[src/rtl/arb_pkg.sv]
package arb_pkg;

    typedef enum logic [1:0] {
        ACT_HOLD = 2'd0,
        ACT_PICK = 2'd1,
        ACT_DROP = 2'd2
    } arb_act_e;

endpackage

[src/rtl/arb_rr_pick.sv]
module arb_rr_pick #(
    parameter int N  = 4,
    parameter int IW = 2
) (
    input  logic [N-1:0]  req_i,
    input  logic [IW-1:0] ptr_i,
    output logic          valid_o,
    output logic [IW-1:0] idx_o
);

    logic [N-1:0] upper_mask;
    logic [N-1:0] upper_req;

    for (genvar g = 0; g < N; g++) begin : g_mask
        assign upper_mask[g] = (IW'(g) >= ptr_i);
    end

    assign upper_req = req_i & upper_mask;

    always_comb begin
        idx_o   = '0;
        valid_o = |req_i;
        if (|upper_req) begin
            for (int i = N - 1; i >= 0; i--) begin
                if (upper_req[i]) idx_o = IW'(i);
            end
        end else begin
            for (int i = N - 1; i >= 0; i--) begin
                if (req_i[i]) idx_o = IW'(i);
            end
        end
    end

endmodule

[src/rtl/arb_idle_timer.sv]
module arb_idle_timer #(
    parameter int TIMEOUT = 16
) (
    input  logic clk_i,
    input  logic rst_ni,
    input  logic tick_i,
    output logic expired_o
);

    localparam int CW = (TIMEOUT > 1) ? $clog2(TIMEOUT) : 1;

    logic [CW-1:0] cnt_d, cnt_q;

    always_comb begin
        expired_o = tick_i && (cnt_q == CW'(TIMEOUT - 1));
        if (!tick_i || expired_o) cnt_d = '0;
        else                      cnt_d = cnt_q + 1'b1;
    end

    always_ff @(posedge clk_i) begin
        if (!rst_ni) cnt_q <= '0;
        else         cnt_q <= cnt_d;
    end

endmodule

[src/rtl/bus_grant_arbiter.sv]
module bus_grant_arbiter
    import arb_pkg::*;
#(
    parameter int N       = 4,
    parameter int TIMEOUT = 16
) (
    input  logic         clk_i,
    input  logic         rst_ni,
    input  logic [N-1:0] req_i,
    input  logic         bus_idle_i,
    input  logic         last_phase_i,
    output logic [N-1:0] gnt_o
);

    localparam int IW = (N > 1) ? $clog2(N) : 1;

    typedef struct packed {
        logic [N-1:0]  gnt;
        logic [IW-1:0] ptr;
    } arb_state_t;

    arb_state_t st_d, st_q;

    logic          pick_vld;
    logic [IW-1:0] pick_idx;
    logic          owned;
    logic          owner_req;
    logic          wait_tick;
    logic          expired;
    arb_act_e      act;

    arb_rr_pick #(.N(N), .IW(IW)) u_pick (
        .req_i   (req_i),
        .ptr_i   (st_q.ptr),
        .valid_o (pick_vld),
        .idx_o   (pick_idx)
    );

    assign owned     = |st_q.gnt;
    assign owner_req = |(st_q.gnt & req_i);
    assign wait_tick = bus_idle_i && !last_phase_i && owned && owner_req;

    arb_idle_timer #(.TIMEOUT(TIMEOUT)) u_timer (
        .clk_i     (clk_i),
        .rst_ni    (rst_ni),
        .tick_i    (wait_tick),
        .expired_o (expired)
    );

    always_comb begin
        if (last_phase_i)    act = ACT_PICK;
        else if (wait_tick)  act = expired ? ACT_DROP : ACT_HOLD;
        else if (bus_idle_i) act = ACT_PICK;
        else                 act = ACT_HOLD;
    end

    always_comb begin
        st_d = st_q;
        unique case (act)
            ACT_PICK: begin
                if (pick_vld) begin
                    st_d.gnt = '0;
                    st_d.gnt[pick_idx] = 1'b1;
                    st_d.ptr = (pick_idx == IW'(N - 1)) ? '0 : pick_idx + 1'b1;
                end
            end
            ACT_DROP: st_d.gnt = '0;
            default:  st_d = st_q;
        endcase
    end

    always_ff @(posedge clk_i) begin
        if (!rst_ni) st_q <= '0;
        else         st_q <= st_d;
    end

    assign gnt_o = st_q.gnt;


    p_onehot_r1: assert property (@(posedge clk_i) disable iff (!rst_ni)
        $onehot0(gnt_o));


    p_to_requester_r2: assert property (@(posedge clk_i) disable iff (!rst_ni)
        (gnt_o != $past(gnt_o) && gnt_o != '0) |-> (($past(req_i) & gnt_o) != '0));


    p_busy_hold_r3: assert property (@(posedge clk_i) disable iff (!rst_ni)
        (!bus_idle_i && !last_phase_i) |=> $stable(gnt_o));


    p_change_point_r3: assert property (@(posedge clk_i) disable iff (!rst_ni)
        (gnt_o != $past(gnt_o)) |-> $past(bus_idle_i || last_phase_i));


    p_park_r7: assert property (@(posedge clk_i) disable iff (!rst_ni)
        (req_i == '0) |=> $stable(gnt_o));


    p_drop_idle_r9: assert property (@(posedge clk_i) disable iff (!rst_ni)
        (gnt_o == '0 && $past(gnt_o) != '0) |-> $past(bus_idle_i && !last_phase_i));

endmodule

[config.mk]
export PLATFORM = sky130hd
export DESIGN_NAME = bus_grant_arbiter
export DESIGN_NICKNAME = d
export VERILOG_FILES = /design/src/rtl/arb_pkg.sv /design/src/rtl/arb_rr_pick.sv /design/src/rtl/arb_idle_timer.sv /design/src/rtl/bus_grant_arbiter.sv
export SDC_FILE = /design/constraint.sdc
export NUM_CORES = 1
export LEC_CHECK = 0
export ABC_AREA = 1
export CAP_MARGIN = 40
export CORE_MARGIN = 8
export CORE_UTILIZATION = 50
export DETAILED_ROUTE_END_ITERATION = 6
export PLACE_DENSITY = 0.75
export SYNTH_ARGS = -nofsm -noshare
export SYNTH_HDL_FRONTEND = slang
export SYNTH_HIERARCHICAL = 1
export SYNTH_SLANG_ARGS = --single-unit
[constraint.sdc]
create_clock -name clk_i -period 1.6 [get_ports clk_i]
set_input_delay 0.4 -clock clk_i [delete_from_list [all_inputs] [get_ports clk_i]]
set_output_delay 0.4 -clock clk_i [all_outputs]
set_load 0.01 [all_outputs]
Word level (Yosys, flattened, before mapping)
Cells that the tools add are included.
{"block": "totals", "regBits": 10, "in_bits": 8, "out_inout_bits": 4, "word_cells": 53}
{"block": "classes", "n_addsub": 2, "magnitude_cmp": 6, "n_eq_ne": 5, "mux": 18, "n_bitwise": 3, "n_reduce_logical": 16}
{"op": "2-bit 2-to-1 mux", "count": 13}
{"op": "4-bit OR reduction", "count": 4}
{"op": "4-bit AND", "count": 2}
{"op": "4-bit one-hot mux with 2 select lines", "count": 1}
{"op": "6-bit 2-to-1 mux", "count": 1}
{"op": "1-bit logical AND", "count": 5}
{"op": "4-bit by 1-bit adder with 4-bit output, second input constant", "count": 1}
{"op": "2-bit equality test, second input constant", "count": 2}
{"op": "4-bit equality test, second input constant", "count": 1}
{"op": "1-bit by 2-bit greater-or-equal comparator with 1-bit output, first input constant", "count": 2}
{"op": "2-bit greater-or-equal comparator, first input constant", "count": 2}
{"op": "2-bit AND reduction", "count": 2}
{"op": "2-bit by 3-bit less-than comparator with 1-bit output, second input constant", "count": 1}
{"op": "2-bit by 1-bit adder with 2-bit output, second input constant", "count": 1}
{"op": "1-bit demux with 2-bit select", "count": 1}
{"op": "2-bit by 1-bit equality test with 1-bit output, second input constant", "count": 1}
{"op": "2-bit by 1-bit greater-or-equal comparator with 1-bit output, second input constant", "count": 1}
{"op": "1-bit logical NOT", "count": 2}
{"op": "1-bit 2-to-1 mux", "count": 2}
{"op": "2-bit != test, second input constant", "count": 1}
{"op": "2-bit nonzero test", "count": 1}
{"op": "2-bit OR reduction", "count": 1}
{"op": "1-bit logical OR", "count": 1}
{"op": "1-bit NOT", "count": 1}

Depth between registers and ports, before layout
Gate-level depths: netlist of the first run.
{"block": "depth", "ltp_word": 13, "depth_mapped": 13, "depth_no_buf": 13}

Cells and area by module
Netlist of the first run, hierarchy kept.
{"mod": "bus_grant_arbiter", "n_inst": 1, "cells_each": 66, "area_per_inst_um2": 436.7, "seq_area_each_um2": 120.1}
{"mod": "arb_idle_timer", "n_inst": 1, "cells_each": 21, "area_per_inst_um2": 173.9, "seq_area_each_um2": 80.1}
{"mod": "arb_rr_pick", "n_inst": 1, "cells_each": 24, "area_per_inst_um2": 102.6, "seq_area_each_um2": 0.0}

Worst setup path before layout of the first run
No wires, ideal clock.
{"block": "synth_path", "path_type": "input -> register", "startpoint": "input port req_i[2]", "endpoint": "register st_q[0] in the netlist's numbering", "setup_time_ns": 0.064, "t_arrival_ns": 1.377, "required_time_ns": 1.536, "path_slack_ns": 0.159, "path_stages": 10, "path_buffers": 0, "cell_sequence": "inv_1 -> a21oi_1 -> nor2_1 -> nand2_1 -> nand2_1 -> ha_1 -> or2_2 -> nand3_1 -> nand2_1 -> nor2_1"}
{"block": "synth_between", "word_cells_on_any_way": 22, "classes_between": "add/sub: 1; eq/ne: 2; mux: 11; bitwise: 2; reduce/logical: 6"}
{"item": "start, declared", "line_no": "bus_grant_arbiter.sv:9", "source": "input logic [N-1:0] req_i,"}
{"item": "4-bit AND", "line_no": "arb_rr_pick.sv:18", "source": "assign upper_req = req_i & upper_mask;"}
{"item": "2-bit 2-to-1 mux (3 in a row)", "line_no": "arb_rr_pick.sv:25", "source": "if (upper_req[i]) idx_o = IW'(i);"}
{"item": "2-bit 2-to-1 mux *", "line_no": "arb_rr_pick.sv:23", "source": "if (|upper_req) begin"}
{"item": "net pick_idx[0]", "line_no": "bus_grant_arbiter.sv:25", "source": "logic [IW-1:0] pick_idx;"}
{"item": "2-bit by 1-bit adder with 2-bit output or 2-bit equality test (tied branches)", "line_no": "bus_grant_arbiter.sv:64", "source": "st_d.ptr = (pick_idx == IW'(N - 1)) ? '0 : pick_idx + 1'b1;"}
{"item": "2-bit 2-to-1 mux *", "line_no": "bus_grant_arbiter.sv:64"}
{"item": "end signal, assigned", "line_no": "bus_grant_arbiter.sv:74", "source": "else st_q <= st_d;"}
{"item": "end, declared", "line_no": "bus_grant_arbiter.sv:22", "source": "arb_state_t st_d, st_q;"}
Mark *: on every way through the listed nets, which the timed path passes. The rest lies on a longest branch.
A chain may end at the register's enable or synchronous reset.

Worst setup path in the final report of the first run
{"block": "layout_path", "startpoint": "input port req_i[0]", "endpoint": "register st_q[0] in the netlist's numbering"}
{"block": "layout_between", "word_cells_on_any_way": 18, "classes_between": "add/sub: 1; eq/ne: 2; mux: 7; bitwise: 2; reduce/logical: 6"}
{"item": "4-bit AND", "line_no": "arb_rr_pick.sv:18"}
{"item": "4-bit OR reduction or 2-bit 2-to-1 mux (tied branches)", "line_no": "arb_rr_pick.sv:23, arb_rr_pick.sv:25"}
{"item": "2-bit 2-to-1 mux *", "line_no": "arb_rr_pick.sv:23"}
{"item": "net pick_idx[0]", "line_no": "bus_grant_arbiter.sv:25"}
{"item": "2-bit by 1-bit adder with 2-bit output or 2-bit equality test (tied branches)", "line_no": "bus_grant_arbiter.sv:64"}
{"item": "2-bit 2-to-1 mux *", "line_no": "bus_grant_arbiter.sv:64"}
Marked as above.

==> results of run 1 <==
[metal layers]
layer | GRT usage, % | vias up
met5 | 0 | -
met4 | 5.882 | 0
met3 | 4.408 | 5
met2 | 20.08 | 11
met1 | 12.26 | 295
li1 | - | 367
[area by class of cell]
class / count / area (um2) / area share [%]
multi-input combinational: 78 / 421.7 / 46.35
timing repair buffer: 20 / 172.7 / 18.98
clock buffer: 3 / 22.52 / 2.476
inverter: 19 / 71.32 / 7.840
tap: 15 / 18.77 / 2.063
sequential: 10 / 202.7 / 22.28
[stage by stage]
stage | worst slack (ns) | instances | hold WS, ns | setup TNS [ns] | power, mW
finish | 0.1048 | 145 | 0.4730 | 0 | 0.6923
global route | 0.001324 | 145 | 0.4961 | 0 | 0.7359
CTS | 0.004258 | 145 | 0.4731 | 0 | 0.6899
detailed placement | -0.4790 | 142 | 0.4592 | -3.600 | 0.5366
global placement | -0.4121 | 142 | 0.4473 | -3.091 | 0.5241
floorplan | 0.1590 | 111 | 0.4301 | 0 | 0.4473
[cells in the mapped netlist]
master | n | share of area (%)
nor2_1 | 14 | 7.4
nand3b_1 | 2 | 2.1
inv_1 | 18 | 9.5
dfxtp_1 | 10 | 28
o21ai_1 | 1 | 0.70
nand3_2 | 1 | 1.4
inv_2 | 1 | 0.53
a21oi_1 | 6 | 4.2
xnor2_1 | 1 | 1.2
nand2_2 | 4 | 3.5
nand2_4 | 2 | 3.2
or2_2 | 1 | 0.88
buf_4 | 4 | 4.2
nand3_1 | 3 | 2.1
ha_1 | 5 | 8.8
nand2_1 | 31 | 16
nand4_1 | 1 | 0.88
nor2_2 | 5 | 4.4
nor3_1 | 1 | 0.70
[sequential cells by signal (all words and copies together), names as in the netlist]
register and flops:
gnt_o 4, st_q 2, u_timer/cnt_q 4
[where the power goes]
group	total (mW)	internal [mW]	leakage, nW	switching, mW
sequential	0.293	0.272	0.0825	0.0213
clock	0.164	0.0865	0.0138	0.0775
combinational	0.235	0.111	0.400	0.125
total	0.692	0.469	0.496	0.223
[how the worst max path moves through the flow]
| stage | start | to |
|---|---|---|
| finish | req_i[0] | st_q[0] |
| global route | st_q[0] | st_q[0] |
| CTS | gnt_o[3] | gnt_o[3] |
| detailed placement | req_i[2] | st_q[0] |
| global placement | req_i[2] | st_q[0] |
| floorplan | req_i[2] | st_q[0] |
[logic make-up (layout without fill, tap and decap cells)]
logic type               Yosys count  after routing  share of synthesized area, %
AO/OA/AOI/OAI                      7              7                         4.912
XOR/XNOR                           1              1                         1.228
adder cells (fa/ha/maj)            5              5                         8.772
buffers and inverters             23             42                         14.21
flip-flops                        10             10                         28.07
AND/OR/NAND/NOR                   65             65                         42.81
[cell usage in the layout, fill, tap and decap left out, types with 3 or more instances in the layout]
cell type,instances
ha_1,5
clkbuf_4,3
nand2_1,30
nor2_1,14
buf_4,9
inv_2,4
nand2_2,5
nand3_1,3
a21oi_1,5
nor2_2,5
dfxtp_1,8
dlygate4sd2_1,4
inv_1,15
[what timing repair did]
| action | CTS | global route |
|---|---|---|
| pin swaps | 0 | 3 |
| gates resized for setup | 7 | 14 |
| cloned | 0 | 0 |
| endpoints found under the setup margin | 12 | 7 |
==> results by group, run 1 <==
Setup path
  – Top cell by count, worst path: nand2_1
  – Reg2Reg Depth: 11
  – Flop2flop setup slack: 0.11 ns
  – Crit-path leading delay family: simple AND/OR/NAND/NOR gates
  – RR Endpoint: st_q[0]
  – R2r startpoint: st_q[0]
  – Crit-path slowest cell: or2_2
  – Number of buffer and inverter stages on the critical path: 1
  – Critical Path AT: 1.69 ns
  – CP max stage delay: 0.27 ns
  – Worst setup SP type: input pin
  – Worst path required time: 1.80 ns
  – Cells along the critical path: dlygate4sd2_1 > nand2_1 > nand2_1 > nor2_2 > nand2_1 > nand2_2 > ha_1 > or2_2 > nand3_1 > nand2_1 > nor2_1
  – Worst-path maximum fanout: 4
  – CP Class: in2reg
  – Cell count along the critical path: 11
  – Crit end category: flop

Clock tree
  – CTS root buffer: clkbuf_4
  – H-tree Lvls: 1
  – CTS sink count: 10
  – Clk pin slew, worst setup/hold paths: 0.06 ns
  – CTS tree: yes
  – Bufs on Longest Clock Path: 2
  – Skew-Pair Late Insertion Delay: 0.26 ns
  – CTS buffer count: 3
  – CTS Hold Bufs: 0
  – Post-CTS Repair Setup Buffers: 0

GRT
  – Grt ovf: 0
  – Number of global-route vias before repair: 649
  – First-pass GRT wire length: 2518 um
  – Overall Global Routing Usage: 11.72%
  – Largest net degree at the start of global routing: 8
  – Antenna violations before repair: 0

Routing
  – Via count: 678
  – Antenna viol nets, final: 0
  – Met2 routed WL: 719 um
  – First-pass DRT Iterations: 4
  – Initial DRC count: 3
  – M1 wire length: 676 um
  – Routed wire length per instance: 10.39 um
  – DRC viols: 0
  – Total Wirelength: 1507 um
  – Met3 routed WL: 80 um
  – Highest routed layer: met4
  – Drt via density: 4.676

Floorplanning
  – Row count: 13
  – Core area: 1318 um2
  – DIE WIDTH: 53.77 um
  – Die area: 2891 um2
  – Initial Util: 54.13%
  – Die Span Y: 53.77 um
  – I/O pin count: 12

Synthesis
  – Mapped Area: 713.2 um2
  – Avg Inst Size Synth: 6.425 um2
  – Syn Nets: 124
  – Yosys reg bits: 10
  – Sequential area share after synthesis: 28.07%
  – Post-Synthesis Cells: 111
  – Yosys cell types: 19
  – Ys Warns: 6

Timing
  – Worst slew margin relative to its limit: 81.84%
  – Max Slew Vio Count: 0
  – RSZ-0062 raised after global routing: false
  – Fmax: 668.8 MHz
  – Final Hold Violating Endpoints: 0
  – Worst-Margin Slew: 0.2703 ns
  – Final min period: 1.495 ns
  – Worst Clk Skew: 0.0006894 ns
  – Final period util: 93.45%
  – Final Setup Violations: 0

Placement
  – Gpl congestion: 0.8057
  – HPWL after DPL: 1237 um
  – DP Area: 879.6 um2
  – PortBufs: 11

Finish
  – Ant. Diodes: 0
  – Layout fillers: 127
  – Post-Route Utilization: 69.04%
  – Design Area, Final: 909.6 um2
  – Layout area overhead: 27.54%
  – Share of layout cells above drive strength 1: 26.92%
  – Fin nets: 145

Status
  – Status: finished clean

Hold path
  – Worst Hold Class: reg2reg
  – Hold depth: 1
  – Worst hold endpoint: u_timer/cnt_q[0]
  – Worst Min Path Start: u_timer/cnt_q[0]

Power
  – Total leakage power: 0.4959 nW
  – Max VDD drop: 0.4366 mV
  – PD cells: 761.1 nW/um2

Run
  – Number of max-cap violations: 0
Note: power is estimated with default switching activity, not from simulation.
==> run 2, diff against run 1 <==
--- a/config.mk
+++ b/config.mk
@@ -7,11 +7,13 @@
 export LEC_CHECK = 0
 export ABC_AREA = 1
 export CAP_MARGIN = 40
-export CORE_MARGIN = 8
+export CORE_MARGIN = 10
 export CORE_UTILIZATION = 50
 export DETAILED_ROUTE_END_ITERATION = 6
+export GPL_ROUTABILITY_DRIVEN = 0
 export PLACE_DENSITY = 0.75
 export SYNTH_ARGS = -nofsm -noshare
 export SYNTH_HDL_FRONTEND = slang
 export SYNTH_HIERARCHICAL = 1
 export SYNTH_SLANG_ARGS = --single-unit
+export TNS_END_PERCENT = 100
==> run 2 against run 1 <==
Non-clock buffer count up 1. Die area up 15%. Design area up 2.6%. Core utilization up 1.8 points. Critical path type unchanged. Critical endpoint is now st_q[1]. Largest cell class unchanged. Largest power group unchanged.
==> results by group, run 2 (synthesis gave the netlist of run 1 again) <==
Status
  – Status: finished clean

Setup path
  – Crit-path slowest cell: ha_1
  – Worst-path maximum fanout: 4
  – Cells along the critical path: dlygate4sd2_1 > inv_1 > nand2_2 > nor2_2 > nand2_1 > nand2_1 > inv_1 > ha_1 > nor2_1 > nor2_2
  – Crit-path leading delay family: simple AND/OR/NAND/NOR gates
  – Worst setup SP type: input pin
  – Crit end category: flop
  – Worst path required time: 1.75 ns
  – RR Endpoint: st_q[0]
  – CP Class: in2reg
  – R2r startpoint: st_q[1]
  – CP max stage delay: 0.28 ns
  – Critical Path AT: 1.62 ns
  – Number of buffer and inverter stages on the critical path: 3
  – Flop2flop setup slack: 0.15 ns
  – Reg2Reg Depth: 11

Placement
  – PortBufs: 11
  – HPWL after DPL: 1263 um
  – Worst slack, placed: -0.4825 ns

Run
  – Number of max-cap violations: 0

Finish
  – Layout fillers: 110
  – Layout area overhead: 30.88%
  – Commonest cells after routing, fill and taps aside: nand2_1 (30), inv_1 (16), nor2_1 (14)
  – Commonest non-fill, non-tap cell in the layout: nand2_1
  – Share of layout cells above drive strength 1: 27.27%
  – Fin nets: 146
  – Ant. Diodes: 0

Clock tree
  – Bufs on Longest Clock Path: 2
  – CTS tree: yes
  – Skew-Pair Late Insertion Delay: 0.26 ns
  – CTS Hold Bufs: 0
  – CTS root buffer: clkbuf_4
  – H-tree Lvls: 1
  – CTS buffer count: 3
  – CTS sink count: 10
  – Clk pin slew, worst setup/hold paths: 0.06 ns

Timing
  – Worst-Margin Slew: 0.1935 ns
  – Final Setup Violations: 0
  – RSZ-0062 raised after global routing: true
  – Final period util: 91.64%
  – Final setup TNS: 0 ns
  – Worst setup margin: 0.1337 ns
  – Final min period: 1.466 ns
  – Fmax: 682.0 MHz
  – Max Slew Vio Count: 0
  – Final Hold Violating Endpoints: 0
  – Worst slew margin relative to its limit: 87.00%
  – Worst Clk Skew: 0.005038 ns
  – Hold slack final: 0.4707 ns

Power
  – Clock power share: 29.1%
  – Power Internal: 0.5273 mW
  – PD cells: 811.8 nW/um2
  – Combinational power share: 32.2%
  – Max VDD drop: 0.4543 mV
  – Sequential cell fraction of total power: 38.7%
  – Switch Pwr: 0.2304 mW
  – Total leakage power: 0.4898 nW
  – Final Power: 0.7577 mW
  – Sw frac: 30.41%

Floorplanning
  – Core area: 1318 um2
  – DIE WIDTH: 57.77 um
  – Row count: 13
  – I/O pin count: 12
  – Die Span Y: 57.77 um
  – Die area: 3337 um2
  – Initial Util: 54.13%

GRT
  – Overall Global Routing Usage: 10.04%
  – Largest net degree at the start of global routing: 8
  – Number of global-route vias before repair: 652
  – Grt ovf: 0
  – First-pass GRT wire length: 2780 um
  – Antenna violations before repair: 0

Routing
  – Routed wire length per instance: 10.38 um
  – Via count: 697
  – First-pass DRT Iterations: 4
  – Drt via density: 4.741
  – Antenna viol nets, final: 0
  – Initial DRC count: 10
  – Total Wirelength: 1526 um
  – DRC viols: 0

Hold path
  – Worst Hold Class: reg2reg
  – Worst Min Path Start: u_timer/cnt_q[0]
  – Worst hold endpoint: u_timer/cnt_q[0]
  – Hold depth: 1
## run 2: layer usage
| metal | up-vias | share of wire (%) | track usage (%) |
|---|---|---|---|
| li1 | 373 | - | - |
| met1 | 308 | 46 | 11.74 |
| met2 | 14 | 48 | 16.10 |
| met3 | 2 | 4.7 | 3.704 |
| met4 | 0 | 1.2 | 4.027 |
| met5 | - | 0 | 0 |
## run 2: worst max-delay path by stage
| stage | from | to | depth (start not counted) |
|---|---|---|---|
| CTS | st_q[1] | st_q[0] | 10 |
| global placement | req_i[2] | st_q[0] | 11 |
| detailed placement | req_i[2] | st_q[0] | 11 |
| global route | st_q[1] | gnt_o[2] | 11 |
| finish | req_i[3] | st_q[1] | 10 |
| floorplan | req_i[2] | st_q[0] | 10 |
## run 2: metrics by stage
stage               instances  instance area, um2  utilization, %
global placement          142               879.6           66.76
floorplan                 111               713.2               -
CTS                       146               905.9           68.76
finish                    147               933.4           70.85
global route              147               933.4           70.85
detailed placement        142               879.6           66.76
## run 2: what timing repair did
item	in CTS	in global routing
gates resized for setup	8	10
setup buffers	0	1
pin swaps	0	5
setup endpoints to repair	12	7
## run 2: final cells by class
cell class,instances,area (um2),share of cell area [%]
Multi-Input combinational cell,78,427.9,45.84
Sequential cell,10,202.7,21.72
Timing Repair Buffer,21,176.4,18.90
Inverter,19,71.32,7.641
Clock buffer,4,36.28,3.887
Tap cell,15,18.77,2.011
## run 2: worst reg2reg max path: stages (launching register included)
cell	delay, ns
dfxtp_2	0.34
nor2_1	0.09
nand2_1	0.09
nand2_2	0.09
inv_1	0.04
o21ai_1	0.06
inv_1	0.08
ha_2	0.19
or2_4	0.22
nand3_2	0.07
nand2_1	0.04
nor2_1	0.09
## run 2: power groups by stage
| stage | Clock (mW) | Combinational, mW | Sequential, mW |
|---|---|---|---|
| 6_report | 0.220 | 0.244 | 0.293 |
| 3_3_place_gp | 0 | 0.227 | 0.297 |
| 2_1_floorplan | 0 | 0.157 | 0.290 |
| 3_5_place_dp | 0 | 0.237 | 0.297 |
| 5_1_grt | 0.244 | 0.279 | 0.296 |
| 4_1_cts | 0.225 | 0.227 | 0.291 |
